==> config.mk <==
export PLATFORM = sky130hd
export DESIGN_NAME = sensor_flit_packer
export DESIGN_NICKNAME = d
export VERILOG_FILES = /design/src/rtl/sfp_pkg.sv /design/src/rtl/stamp_timer.sv /design/src/rtl/flit_assembler.sv /design/src/rtl/inject_fsm.sv /design/src/rtl/sensor_flit_packer.sv
export SDC_FILE = /design/constraint.sdc
export NUM_CORES = 1
export LEC_CHECK = 0
export BUFFER_PORTS_ARGS = -buffer_cell sky130_fd_sc_hd__buf_4
export CAP_MARGIN = 5
export CORE_MARGIN = 4
export CORE_UTILIZATION = 51
export DETAILED_ROUTE_END_ITERATION = 8
export PLACE_DENSITY = 0.95
export SYNTH_ARGS = -nofsm -noshare
export SYNTH_HDL_FRONTEND = slang
export SYNTH_SLANG_ARGS = --single-unit
==> constraint.sdc <==
create_clock -name clk -period 2.6 [get_ports clk]
set_input_delay 0.26 -clock clk [delete_from_list [all_inputs] [get_ports clk]]
set_output_delay 0.26 -clock clk [all_outputs]
set_load 0.01 [all_outputs]
==> src/rtl/sfp_pkg.sv <==
package sfp_pkg;

    localparam int FLIT_W  = 24;
    localparam int ADDR_W  = 4;
    localparam int SEL_W   = 3;
    localparam int VAL_W   = 8;
    localparam int STAMP_W = 4;

    // field positions, low to high
    localparam int STAMP_LSB = 0;
    localparam int VAL_LSB   = STAMP_LSB + STAMP_W;
    localparam int SEL_LSB   = VAL_LSB + VAL_W;
    localparam int SRC_LSB   = SEL_LSB + SEL_W;
    localparam int DST_LSB   = SRC_LSB + ADDR_W;
    localparam int PRI_BIT   = DST_LSB + ADDR_W;

    typedef struct packed {
        logic              prio;
        logic [ADDR_W-1:0] src;
        logic [SEL_W-1:0]  sel;
        logic [VAL_W-1:0]  value;
    } sample_t;

    typedef enum logic [0:0] {
        S_EMPTY  = 1'b0,
        S_LOADED = 1'b1
    } inj_state_t;

endpackage

==> src/rtl/stamp_timer.sv <==
module stamp_timer #(
    parameter int W   = 4,
    parameter int MAX = 15
) (
    input  logic         clk,
    input  logic         rst_n,
    output logic [W-1:0] count
);
    localparam logic [W-1:0] LAST = W'(MAX);

    always_ff @(posedge clk) begin
        if (!rst_n) begin
            count <= '0;
        end else if (count == LAST) begin
            count <= '0;
        end else begin
            count <= count + 1'b1;
        end
    end

    assert_timer_wrap_R5: assert property (@(posedge clk) disable iff (!rst_n)
        (count == LAST) |=> (count == '0));

    assert_timer_step_R5: assert property (@(posedge clk) disable iff (!rst_n)
        (count != LAST) |=> (count == $past(count) + 1'b1));

endmodule

==> src/rtl/flit_assembler.sv <==
module flit_assembler
    import sfp_pkg::*;
#(
    parameter int SINK_ADDR = 0
) (
    input  sample_t              rec,
    input  logic [STAMP_W-1:0]   stamp,
    input  logic                 stamp_on,
    output logic [FLIT_W-1:0]    flit
);
    localparam logic [ADDR_W-1:0] SINK = ADDR_W'(SINK_ADDR);

    always_comb begin
        flit = '0;
        flit[PRI_BIT]                      = rec.prio;
        flit[DST_LSB +: ADDR_W]            = SINK;
        flit[SRC_LSB +: ADDR_W]            = rec.src;
        flit[SEL_LSB +: SEL_W]             = rec.sel;
        flit[VAL_LSB +: VAL_W]             = rec.value;
        flit[STAMP_LSB +: STAMP_W]         = stamp_on ? stamp : '0;
    end

endmodule

==> src/rtl/inject_fsm.sv <==
module inject_fsm
    import sfp_pkg::*;
(
    input  logic                clk,
    input  logic                rst_n,
    input  logic                in_valid,
    input  sample_t             in_rec,
    input  logic [STAMP_W-1:0]  stamp_now,
    input  logic                stamp_en,
    input  logic                reg_full,
    input  logic                pri_full,
    output logic                in_ready,
    output sample_t             held_rec,
    output logic [STAMP_W-1:0]  held_stamp,
    output logic                held_stamp_on,
    output logic                push_reg,
    output logic                push_pri
);
    inj_state_t state, state_nx;
    logic blocked, take, send;

    // the held record's class queue cannot take it this cycle
    assign blocked = held_rec.prio ? pri_full : reg_full;
    assign take    = in_valid && in_ready;

    always_ff @(posedge clk) begin
        if (!rst_n) state <= S_EMPTY;
        else        state <= state_nx;
    end

    always_comb begin
        state_nx = state;
        unique case (state)
            S_EMPTY:  if (take) state_nx = S_LOADED;
            S_LOADED: if (!blocked && !take) state_nx = S_EMPTY;
            default:  state_nx = S_EMPTY;
        endcase
    end

    always_comb begin
        in_ready = 1'b0;
        send     = 1'b0;
        unique case (state)
            S_EMPTY:  in_ready = 1'b1;
            S_LOADED: begin
                send     = !blocked;
                in_ready = !blocked;
            end
            default:  in_ready = 1'b0;
        endcase
        push_pri = send && held_rec.prio;
        push_reg = send && !held_rec.prio;
    end

    always_ff @(posedge clk) begin
        if (!rst_n) begin
            held_rec      <= '0;
            held_stamp    <= '0;
            held_stamp_on <= 1'b0;
        end else if (take) begin
            held_rec      <= in_rec;
            held_stamp    <= stamp_now;
            held_stamp_on <= stamp_en;
        end
    end

    assert_hold_record_R7: assert property (@(posedge clk) disable iff (!rst_n)
        (state == S_LOADED && blocked) |=>
            (state == S_LOADED && $stable(held_rec) && $stable(held_stamp)));

    assert_stall_not_ready_R7: assert property (@(posedge clk) disable iff (!rst_n)
        (state == S_LOADED && (push_reg == 1'b0) && (push_pri == 1'b0)) |-> !in_ready);

endmodule

==> src/rtl/sensor_flit_packer.sv <==
module sensor_flit_packer
    import sfp_pkg::*;
#(
    parameter int SINK_ADDR = 9,
    parameter int TS_MAX    = 15
) (
    input  logic              clk,
    input  logic              rst_n,
    input  logic              stamp_en,
    input  logic              in_valid,
    output logic              in_ready,
    input  logic              in_prio,
    input  logic [ADDR_W-1:0] in_src,
    input  logic [SEL_W-1:0]  in_sel,
    input  logic [VAL_W-1:0]  in_data,
    input  logic              reg_full,
    output logic              reg_push,
    output logic [FLIT_W-1:0] reg_flit,
    input  logic              pri_full,
    output logic              pri_push,
    output logic [FLIT_W-1:0] pri_flit
);
    localparam logic [ADDR_W-1:0] SINK = ADDR_W'(SINK_ADDR);

    sample_t              rec_in, held_rec;
    logic [STAMP_W-1:0]   stamp_now, held_stamp;
    logic                 held_stamp_on;
    logic [FLIT_W-1:0]    flit;

    assign rec_in = '{prio: in_prio, src: in_src, sel: in_sel, value: in_data};

    stamp_timer #(.W(STAMP_W), .MAX(TS_MAX)) u_timer (
        .clk   (clk),
        .rst_n (rst_n),
        .count (stamp_now)
    );

    inject_fsm u_fsm (
        .clk           (clk),
        .rst_n         (rst_n),
        .in_valid      (in_valid),
        .in_rec        (rec_in),
        .stamp_now     (stamp_now),
        .stamp_en      (stamp_en),
        .reg_full      (reg_full),
        .pri_full      (pri_full),
        .in_ready      (in_ready),
        .held_rec      (held_rec),
        .held_stamp    (held_stamp),
        .held_stamp_on (held_stamp_on),
        .push_reg      (reg_push),
        .push_pri      (pri_push)
    );

    flit_assembler #(.SINK_ADDR(SINK_ADDR)) u_asm (
        .rec      (held_rec),
        .stamp    (held_stamp),
        .stamp_on (held_stamp_on),
        .flit     (flit)
    );

    assign reg_flit = flit;
    assign pri_flit = flit;

    assert_one_push_R10: assert property (@(posedge clk) disable iff (!rst_n)
        $onehot0({reg_push, pri_push}));

    assert_no_push_full_R6: assert property (@(posedge clk) disable iff (!rst_n)
        (reg_push |-> !reg_full) and (pri_push |-> !pri_full));

    assert_class_bit_R2: assert property (@(posedge clk) disable iff (!rst_n)
        (pri_push |-> pri_flit[PRI_BIT]) and (reg_push |-> !reg_flit[PRI_BIT]));

    assert_sink_field_R3: assert property (@(posedge clk) disable iff (!rst_n)
        (reg_push || pri_push) |-> (flit[DST_LSB +: ADDR_W] == SINK));

    assert_reset_idle_R9: assert property (@(posedge clk)
        !rst_n |=> (in_ready && !reg_push && !pri_push));

endmodule

==> metrics <==
port buffer count=64; post-synth cell types=29; cts bufs inserted=3; antenna violations before repair=0; top post-synthesis cells by count=nand2_1, buf_4, dfxtp_1; peak supply drop=0.223 mV; fillcell total=298; Setup Fix Bufs, Post-CTS=0; post-route ant nets=0; post-cts repair resize count=0; H-tree depth=1; CP Class=flip-flop to output port; fin nets=275; Post-Synthesis Cells=223; CP Launch Type=flip-flop; async set or reset register ratio after synthesis=0%; RSZ-0062 raised after global routing=no; Multi-input gate area=940 sq um; post-synthesis sequential area ratio=30.1%; leakage power=0.896 nW; number of synthesized flops with an enable pin=0; Hold Vio Cnt, Final=0; Post-Syn Area=0.00173 sq mm; crit end category=output port; fmax=474 MHz; final setup fails=0; Primary FF master, synth=dfxtp_1; Worst Max-Slew Pin Slew=814 ps; Worst Path Required=2340 ps; Worst-Skew Late Latency=320 ps; status=finished clean; Synth area leader=dfxtp_1; Syn-to-layout area delta=18.8%; total track usage=17.6%; post-detail-place hpwl=2720 um; main area contributors after synthesis=dfxtp_1, buf_4, nand2_1; WL per Instance=13.2 um; Via density=5.49; DRT iter0 DRCs=119; Crit Path Max Fanout=27; Clock Path Buffers=2; Clock transition at path regs=140 ps; DRC Markers=0; crit path DAT=1850 ps; Die H=66.2 um; vias in the first global route=1465; largest net degree at the start of global routing=67; max-cap violation count=0; # diodes=0; num rows=20; Post-Route WL=3900 um; Pre-Repair DR Iteration Count=4; Congestion Overflow GR=0; CORE AREA=0.00315 sq mm; global-route wire length before repair=6330 um; CTS Hold Bufs=0; Syn Area/Cell=7.75 sq um; full die area=0.00439 sq mm; CTS tree=built; Tcrit/Tclk final=81.2%; skew final=2.31 ps; total number of vias=1621; slew margin rel.=45.7%; Design Power=0.000928 W; count leader, synth=nand2_1; initial core utilization=54.8%; fin crit period=2110 ps; FF-to-FF setup slack=800 ps; Root Driver=clkbuf_4; Seq. cell area=520 sq um; I/O pin cnt=73; setup TNS=0 ps; Sink Count=26; max-slew violation count=0; Routability Congestion=0.718; worst min path class=input pin to flip-flop; post-synth top area share=30.1%; pre-CTS WS=822 ps; Yosys reg bits=26; final worst setup slack=490 ps; Die Width=66.2 um; number of synthesis warnings=0; layout cells sized above 1=29.9%; P per Cell Area=452 mW/mm^2
-- cell type report --
class	count	area share, %
well taps	44	2.68
multi-input cells	153	45.7
flip-flops and latches	26	25.3
inverters	2	0.365
repair buffers	66	24.1
clock buffers	4	1.77
-- cell families after synthesis --
group                      after synthesis  synth area share (%)
AOI/OAI and AO/OA                       27                  10.1
xor gates and xnor gates                 1                 0.507
adders and majority gates                1                 0.723
buffers and inverters                   50                  17.6
DFF                                     26                  30.1
muxes                                    1                 0.579
other                                    2                 0.434
and+or+nand+nor                        115                  40.0
-- cells in the final DEF (no fill, tap or decap) --
cell and instances:
o22ai_1 20, a21oi_1 2, xor2_1 1, conb_1 8, nor2_1 1, and3_1 1, nand3_1 1, clkbuf_4 3
and2_1 5, clkbuf_8 1, dfxtp_1 26, and3b_1 1, inv_1 2, ha_1 1, nor3b_1 1, o221a_2 1
buf_4 66, or3b_2 3, nand2b_1 2, nand4_1 20, mux2i_4 1, nand3b_1 20, a21boi_0 3, nand2_1 42
o21ai_0 1, nand4b_1 1, or3b_1 17
-- final timing paths --
check / startpoint / end / depth (start not counted)
worst max-delay path: u_fsm.held_rec[15] / in_ready / 3
worst max register to register: u_fsm.held_rec[15] / u_fsm.held_rec[0] / 4
worst min register to register: u_timer.count[0] / u_timer.count[0] / 1
worst min-delay path: in_src[3] / u_fsm.held_rec[14] / 3
-- through the flow --
stage,hold WS (ps),std cells,instance area [sq um],util (%)
2_1_floorplan,419,229,1750,-
3_3_place_gp,476,291,2020,64.0
3_5_place_dp,491,291,2020,64.0
4_1_cts,183,295,2050,65.2
5_1_grt,184,295,2050,65.2
6_report,182,295,2050,65.2
-- critical path, cell delays in order, from the launching register on --
cell and delay (ps):
dfxtp_1 510, mux2i_4 670, nand2b_1 220, buf_4 130
-- routing by layer --
layer | up-vias | GRT usage [%] | wire length, um
li1 | 812 | - | -
met1 | 750 | 21.7 | 1660
met2 | 57 | 32.1 | 1920
met3 | 2 | 1.87 | 292
met4 | 0 | 4.57 | 30
met5 | - | 0 | 0
-- power by group --
part	total [W]	leakage (nW)	switching [W]	internal, W
logic	0.000261	0.660	0.000134	0.000128
clock network	0.000205	0.0210	0.000120	0.0000856
registers	0.000461	0.215	0.0000286	0.000432
-- state kept, by name, summed over array words and instances (netlist names) --
name                 count
u_fsm.held_rec          16
u_fsm.held_stamp         4
u_timer.count            4
u_fsm.held_stamp_on      1
u_fsm.state              1
No activity file was read; power rests on OpenSTA's default activity.
